--- src/rtl/trng_cfg_pkg.sv ---
package trng_cfg_pkg;
  localparam int DW        = 32;
  localparam int AW        = 6;
  localparam int MODE_BIT  = 16;
  localparam int DLY_LSB   = 16;
  localparam int DLY_W     = DW - DLY_LSB;
  localparam int DLY_RST   = 200;
  localparam int NUM_DEF   = 8;

  localparam logic [AW-1:0] W_CTL   = AW'(0);
  localparam logic [AW-1:0] W_MISC  = AW'(1);
  localparam logic [AW-1:0] W_PKRNG = AW'(2);
  localparam logic [AW-1:0] W_PKMAX = AW'(3);
  localparam logic [AW-1:0] W_SEED  = AW'(4);
  localparam logic [AW-1:0] W_SBLIM = AW'(5);
  localparam logic [AW-1:0] W_FMIN  = AW'(6);
  localparam logic [AW-1:0] W_FMAX  = AW'(7);

  typedef struct packed {
    logic [DW-1:0] pk_rng;
    logic [DW-1:0] pk_max;
    logic [DW-1:0] seed;
    logic [DW-1:0] sb_lim;
    logic [DW-1:0] f_min;
    logic [DW-1:0] f_max;
  } lim_t;
endpackage

--- src/rtl/trng_cfg_regs.sv ---
module trng_cfg_regs
  import trng_cfg_pkg::*;
(
  input  logic          clk,
  input  logic          rst_n,
  input  logic          wr_en,
  input  logic [AW-1:0] wr_addr,
  input  logic [DW-1:0] wr_data,
  output logic          prog_q,
  output lim_t          lim_q
);
  logic lim_we;
  assign lim_we = wr_en && prog_q;

  always_ff @(posedge clk) begin
    if (!rst_n) begin
      prog_q <= 1'b1;
      lim_q  <= '0;
      lim_q.seed[DW-1:DLY_LSB] <= DLY_W'(DLY_RST);
    end else begin
      if (wr_en && wr_addr == W_CTL) prog_q <= wr_data[MODE_BIT];
      if (wr_en && wr_addr == W_SEED) begin
        lim_q.seed[DLY_LSB-1:0] <= wr_data[DLY_LSB-1:0];
        if (prog_q) lim_q.seed[DW-1:DLY_LSB] <= wr_data[DW-1:DLY_LSB];
      end
      if (lim_we) begin
        case (wr_addr)
          W_PKRNG: lim_q.pk_rng <= wr_data;
          W_PKMAX: lim_q.pk_max <= wr_data;
          W_SBLIM: lim_q.sb_lim <= wr_data;
          W_FMIN:  lim_q.f_min  <= wr_data;
          W_FMAX:  lim_q.f_max  <= wr_data;
          default: ;
        endcase
      end
    end
  end

  // limits frozen while running
  p_lim_frozen_r3: assert property (@(posedge clk) disable iff (!rst_n)
    !prog_q |=> $stable(lim_q.f_min) && $stable(lim_q.f_max) &&
                $stable(lim_q.pk_max) && $stable(lim_q.seed[DW-1:DLY_LSB]));

  // mode bit write always accepted
  p_mode_wr_r2: assert property (@(posedge clk) disable iff (!rst_n)
    (wr_en && wr_addr == W_CTL) |=> prog_q == $past(wr_data[MODE_BIT]));
endmodule

--- src/rtl/trng_freq_mon.sv ---
module trng_freq_mon
  import trng_cfg_pkg::*;
(
  input  logic          clk,
  input  logic          rst_n,
  input  logic          prog,
  input  logic          cnt_vld,
  input  logic [DW-1:0] cnt,
  input  logic [DW-1:0] lo,
  input  logic [DW-1:0] hi,
  output logic          fault_q
);
  logic out_of_win;
  assign out_of_win = (cnt < lo) || (cnt > hi);

  always_ff @(posedge clk) begin
    if (!rst_n)                          fault_q <= 1'b0;
    else if (prog)                       fault_q <= 1'b0;
    else if (cnt_vld && out_of_win)      fault_q <= 1'b1;
  end

  p_fault_set_r7: assert property (@(posedge clk) disable iff (!rst_n)
    (!prog && cnt_vld && out_of_win) |=> fault_q);

  p_fault_sticky_r7: assert property (@(posedge clk) disable iff (!rst_n)
    (fault_q && !prog) |=> fault_q);

  p_fault_clr_r8: assert property (@(posedge clk) disable iff (!rst_n)
    prog |=> !fault_q);
endmodule

--- src/rtl/trng_cfg_rdmux.sv ---
module trng_cfg_rdmux
  import trng_cfg_pkg::*;
(
  input  logic          clk,
  input  logic          rst_n,
  input  logic [AW-1:0] addr,
  input  logic          prog,
  input  logic          fault,
  input  lim_t          lim,
  input  logic [DW-1:0] pk_sq,
  input  logic [DW-1:0] tot_smp,
  input  logic [DW-1:0] f_cnt,
  output logic [DW-1:0] rd_data
);
  always_comb begin
    rd_data = '0;
    case (addr)
      W_CTL:   rd_data[MODE_BIT] = prog;
      W_MISC:  rd_data[0] = fault;
      W_PKRNG: rd_data = lim.pk_rng;
      W_PKMAX: rd_data = prog ? lim.pk_max : pk_sq;
      W_SEED:  rd_data = lim.seed;
      W_SBLIM: rd_data = prog ? lim.sb_lim : tot_smp;
      W_FMIN:  rd_data = lim.f_min;
      W_FMAX:  rd_data = prog ? lim.f_max : f_cnt;
      default: rd_data = '0;
    endcase
  end

  // reserved space reads zero
  p_rsvd_zero_r6: assert property (@(posedge clk) disable iff (!rst_n)
    (addr >= AW'(NUM_DEF)) |-> rd_data == '0);
endmodule

--- src/rtl/trng_cfg_bank.sv ---
module trng_cfg_bank
  import trng_cfg_pkg::*;
(
  input  logic          clk,
  input  logic          rst_n,
  input  logic          reg_wr_en,
  input  logic [5:0]    reg_addr,
  input  logic [31:0]   reg_wr_data,
  output logic [31:0]   reg_rd_data,
  input  logic [31:0]   poker_sq_in,
  input  logic [31:0]   total_samples_in,
  input  logic [31:0]   freq_count_in,
  input  logic          freq_count_vld,
  output logic          prog_mode,
  output logic [15:0]   entropy_delay,
  output logic [31:0]   freq_min,
  output logic [31:0]   freq_max,
  output logic          freq_fault
);
  logic prog_q;
  logic fault_q;
  lim_t lim_q;

  trng_cfg_regs u_regs (
    .clk(clk), .rst_n(rst_n), .wr_en(reg_wr_en), .wr_addr(reg_addr),
    .wr_data(reg_wr_data), .prog_q(prog_q), .lim_q(lim_q)
  );

  trng_freq_mon u_mon (
    .clk(clk), .rst_n(rst_n), .prog(prog_q), .cnt_vld(freq_count_vld),
    .cnt(freq_count_in), .lo(lim_q.f_min), .hi(lim_q.f_max), .fault_q(fault_q)
  );

  trng_cfg_rdmux u_rd (
    .clk(clk), .rst_n(rst_n), .addr(reg_addr), .prog(prog_q), .fault(fault_q),
    .lim(lim_q), .pk_sq(poker_sq_in), .tot_smp(total_samples_in),
    .f_cnt(freq_count_in), .rd_data(reg_rd_data)
  );

  assign prog_mode     = prog_q;
  assign entropy_delay = lim_q.seed[DW-1:DLY_LSB];
  assign freq_min      = lim_q.f_min;
  assign freq_max      = lim_q.f_max;
  assign freq_fault    = fault_q;
endmodule

--- config.mk ---
export PLATFORM = sky130hd
export DESIGN_NAME = trng_cfg_bank
export DESIGN_NICKNAME = d
export VERILOG_FILES = /design/src/rtl/trng_cfg_pkg.sv /design/src/rtl/trng_cfg_regs.sv /design/src/rtl/trng_freq_mon.sv /design/src/rtl/trng_cfg_rdmux.sv /design/src/rtl/trng_cfg_bank.sv
export SDC_FILE = /design/constraint.sdc
export NUM_CORES = 1
export LEC_CHECK = 0
export ABC_AREA = 1
export BUFFER_PORTS_ARGS = -buffer_cell sky130_fd_sc_hd__buf_2
export CELL_PAD_IN_SITES_DETAIL_PLACEMENT = 0
export CELL_PAD_IN_SITES_GLOBAL_PLACEMENT = 1
export CORE_UTILIZATION = 39
export DETAILED_ROUTE_END_ITERATION = 6
export MAX_ROUTING_LAYER = met4
export PLACE_DENSITY = 0.92
export SETUP_SLACK_MARGIN = 0.2
export SYNTH_ARGS = -nofsm -noshare
export SYNTH_HDL_FRONTEND = slang
export SYNTH_SLANG_ARGS = --single-unit
--- constraint.sdc ---
create_clock -name clk -period 1.77 [get_ports clk]
set_input_delay 0.0885 -clock clk [delete_from_list [all_inputs] [get_ports clk]]
set_output_delay 0.0885 -clock clk [all_outputs]
set_load 0.01 [all_outputs]
* Word-level counts from Yosys, hierarchy flattened
Index checks and enable logic that the tools add are counted.
** Storage, ports and cells
- Register bits :: 194
- Bits in latches :: 0
- RAM bits :: 0
- Bits in read-only memories :: 0
- Input port bits :: 138
- Output and inout bits :: 114
- Word-level logic and storage cells :: 39
- Memories kept :: 0
** Operators by class
- Add/subtract/negate cells :: 0
- Multipliers :: 0
- Divide/modulo/power cells :: 0
- Magnitude comparators :: 2
- Eq/ne operators :: 7
- Shift operators :: 0
- Muxes and demuxes :: 7
- Bitwise gates (word level) :: 1
- Reductions and logical operators :: 13
** Operators by type and width (number)
- case mux 15 bit (6 select lines) :: 2
- 2-to-1 mux 32 bit :: 3
- greater-than comparator 32 bit :: 1
- less-than comparator 32 bit :: 1
- == test 6 x 3 -> 1 bit (second input constant) :: 4
- case mux 1 bit (7 select lines) :: 2
- == test 6 x 2 -> 1 bit (second input constant) :: 2
- AND reduction 2 bit :: 6
- == test 6 x 1 -> 1 bit (second input constant) :: 1
- zero test 6 bit :: 1
- logical AND 1 bit :: 4
- OR reduction 2 bit :: 1
- logical OR 1 bit :: 1
- inverter 1 bit :: 1

* Depth between registers and ports, before layout
- Depth in word-level cells :: 3
- Depth in mapped cells :: 17
- Depth with buffers taken out :: 17

* Cells and area by module
Synthesis repeated with hierarchy kept, for this count alone.
** Unflattened totals
- Cell total of the unflattened synthesis :: 2007
- Area total of the unflattened synthesis :: 12270.5 sq um
** By module, submodules not included
- trng_cfg_regs :: times used 1, cells an instance 1008, area an instance 7375.8 sq um, seq. area each 3863.7 sq um
- trng_cfg_rdmux :: times used 1, cells an instance 722, area an instance 3179.3 sq um, seq. area each 0.0 sq um
- trng_freq_mon :: times used 1, cells an instance 277, area an instance 1715.4 sq um, seq. area each 20.0 sq um

* Worst setup path before layout
Ideal clock, no wire load.
- Path type :: register to output
- From :: register u_regs.prog_q
- To :: output reg_rd_data[10]
- Data arrival time :: 1437 ps
- Data required time :: 1681 ps
- Path slack :: 245 ps
- Cell stages (with the launch flop) :: 5
- Path buffers :: 2
- Cells stage by stage :: dfxtp_1 -> buf_2 -> clkbuf_1 -> nor2_1 -> o311ai_0
** On the way
- Longest elaborated chain between the ends :: 2
- Elaborated cells between the ends (all ways) :: 4
- Those cells by class :: mux: 4
** RTL lines
- start, declared :: RTL line trng_cfg_regs.sv:9 : output logic prog_q,
- start signal, assigned :: RTL line trng_cfg_regs.sv:21 : if (wr_en && wr_addr == W_CTL) prog_q <= wr_data[MODE_BIT];
- 2-to-1 mux 32 bit (on tied branches) :: RTL line trng_cfg_rdmux.sv:25, trng_cfg_rdmux.sv:21, trng_cfg_rdmux.sv:23
- case mux 15 bit (6 select lines) * :: RTL line trng_cfg_rdmux.sv:17 : case (addr)
- end, declared :: RTL line trng_cfg_bank.sv:9 : output logic [31:0] reg_rd_data,
Mark *: on every way between the ends. The rest lies on a longest branch, timed or not.

* Final worst setup path
- From :: register u_regs.prog_q
- To :: output reg_rd_data[19]
Same word-level chain as after synthesis.

==> results.txt <==
via density per instance = 5.44
fin worst setup slack = -0.259 ns
Clock transition at path regs = 0.08 ns
Area growth syn-to-layout = 32.5%
Pre-antenna DRT Iters = 5
Syn Inst Count = 1560
final total power = 9.51 mW
Mapped Area = 10900 um^2
fin nets = 1968
CP startpoint kind = register
detailed placement HPWL = 30000 um
PD cells = 658 nW/um^2
post-route ant nets = 0
status = complete, but fails checks
Crit. Startpoint = u_regs.prog_q
Worst EP arrival = 1.94 ns
most area-hungry cell type in the Yosys netlist = dfxtp_1
Mean Syn Cell Area = 6.99 um^2
CTS root buffer = clkbuf_16
num ports = 252
syn nets = 1761
clk_lat worst skew = 0.44 ns
skew final = 0.00793 ns
fmax = 493 MHz
grt ovf = 0
first-pass GRT wire length = 63200 um
Setup CP Type = register to output pin
post-synth cell types = 38
WL per Instance = 19.8 um
vias = 11730
most frequent cells after synthesis = 283 x nor2_1, 249 x nand2_1, 194 x dfxtp_1
htree depth = 4
Final Hold Fails = 0
HP Class = input port to register
Synth top area share = 35.6%
count leader, synth = nor2_1
CP required = 1.68 ns
Die X = 169 um
number of max-cap violations = 0
aggregate global-route resource usage = 29.9%
FF+latch count, synth = 194
die height = 169 um
worst hold start = reg_wr_data[30]
synth top area cells = dfxtp_1 36%, nor2_1 9.7%, nand2_1 8.6%
input/output buffers = 251
DRC viols = 0
share of cells above drive strength 1 = 35.1%
Rel. slew slack = 69.7%
setup violators final = 32
failing checks = negative setup slack
Synth warnings = 0
initial antenna violation count = 4
RR Startpoint = u_regs.lim_q[11]
CTS tree = done
Final period util = 115%
register area share after synthesis = 35.6%
starting density of the core = 40.1%
Crit Path Max Fanout = 27
Final Max Slew Viols = 0
initial drt markers = 1304
Longest Clk Path Bufs = 2
EDFF count, synth = 0
Final GP Congestion = 0.985
drt total wl = 42600 um
Pleak = 6.40 nW
maximum VDD drop = 0.543 mV
Die Area = 28600 um^2
via count of the first global-routing pass = 10663
num rows = 60
Crit. End Element = output pin
RSZ-0062 raised after global routing = true
CTS Buf Count = 17
clock tree sinks = 194
maximum number of pins on one net before global-route repair = 102
Fin Hold WS = 0.00989 ns
Main synth FF type = dfxtp_1
worst-margin pin slew = 0.454 ns
minimum clock period = 2.03 ns
ys async rst share = 0%
core area = 27200 um^2
worst paths after layout:
kind,end,slack [ns],cells past startpoint
min reg2reg,u_regs.lim_q[49],0.48,2
min,u_regs.lim_q[126],0.01,3
max,reg_rd_data[19],-0.26,8
max reg2reg,u_mon.fault_q,0.13,12
metal layers:
layer / GRT usage (%) / wire length, um
met5: - / 0
met4: 10.4 / 1360
met3: 4.43 / 4140
met2: 42.7 / 18200
met1: 42.5 / 18900
layout by cell type, fill, tap and decap left out, drive strengths merged, types with 6 or more instances in the layout:
cell,netlist,final
clkbuf,36,18
a22oi,28,28
a21oi,157,157
o2111ai,21,21
o211ai,18,18
o21ai,218,218
nand2,251,251
buf,136,346
a221oi,6,6
dfxtp,194,194
inv,99,104
nor2,293,293
dlygate4sd3,0,14
nand3,18,18
ha,63,63
worst max-delay path: stages, from the launching register on:
cell and delay [ns]:
dfxtp_4 0.44, inv_8 0.06, buf_12 0.16, buf_4 0.16
nand2_1 0.13, a21oi_2 0.08, a21oi_2 0.16, o2111ai_1 0.11
buf_2 0.18
kinds of logic after synthesis:
group | count (synthesis) | synth area share [%]
adders and majority gates | 63 | 7.23
AOI/OAI and AO/OA | 457 | 23.3
buffers and inverters | 271 | 12.7
muxes | 3 | 0.275
DFF | 194 | 35.6
and+or+nand+nor | 572 | 20.9
through the flow:
step	cell area [um^2]	utilization [%]	TNS, ns	instances	setup slack, ns
floorplan	10900	-	0	1560	0.245
global placement	12200	45.0	-0.153	2073	-0.111
detailed placement	12200	45.0	-0.191	2073	-0.141
CTS	14000	51.6	-4.88	2146	-0.260
global route	14500	53.2	-7.32	2156	-0.317
finish	14500	53.2	-5.78	2156	-0.259
where the power goes:
| group | switching (mW) | internal, mW | leakage (nW) |
|---|---|---|---|
| Clock | 1.93 | 2.17 | 0.293 |
| Sequential | 0.0211 | 4.39 | 1.58 |
| Combinational | 0.599 | 0.394 | 4.53 |
| Total | 2.55 | 6.96 | 6.40 |
sequential cells by signal, indices dropped and copies added (netlist names):
signal,count
u_mon.fault_q,1
u_regs.lim_q,192
u_regs.prog_q,1
final cells by class:
| cell class | count | area, um^2 |
|---|---|---|
| Clock inverter | 14 | 170 |
| Clock buffer | 18 | 439 |
| Multi-Input combinational cell | 1095 | 6530 |
| Antenna cell | 4 | 10.0 |
| Timing Repair Buffer | 360 | 2520 |
| Tap cell | 372 | 465 |
| Sequential cell | 194 | 3930 |
| Fill cell | 2594 | 12700 |
| Inverter | 99 | 389 |
repair_timing:
| item | CTS | global route |
|---|---|---|
| endpoints found under the setup margin | 196 | 201 |
| hold endpoints to repair | 29 | 0 |
| hold buffers | 14 | 0 |
| buffers inserted | 20 | 6 |
| gates resized for setup | 185 | 96 |
| gates cloned | 7 | 0 |
| pin swaps | 62 | 29 |
No activity file was read; power rests on OpenSTA's default activity.
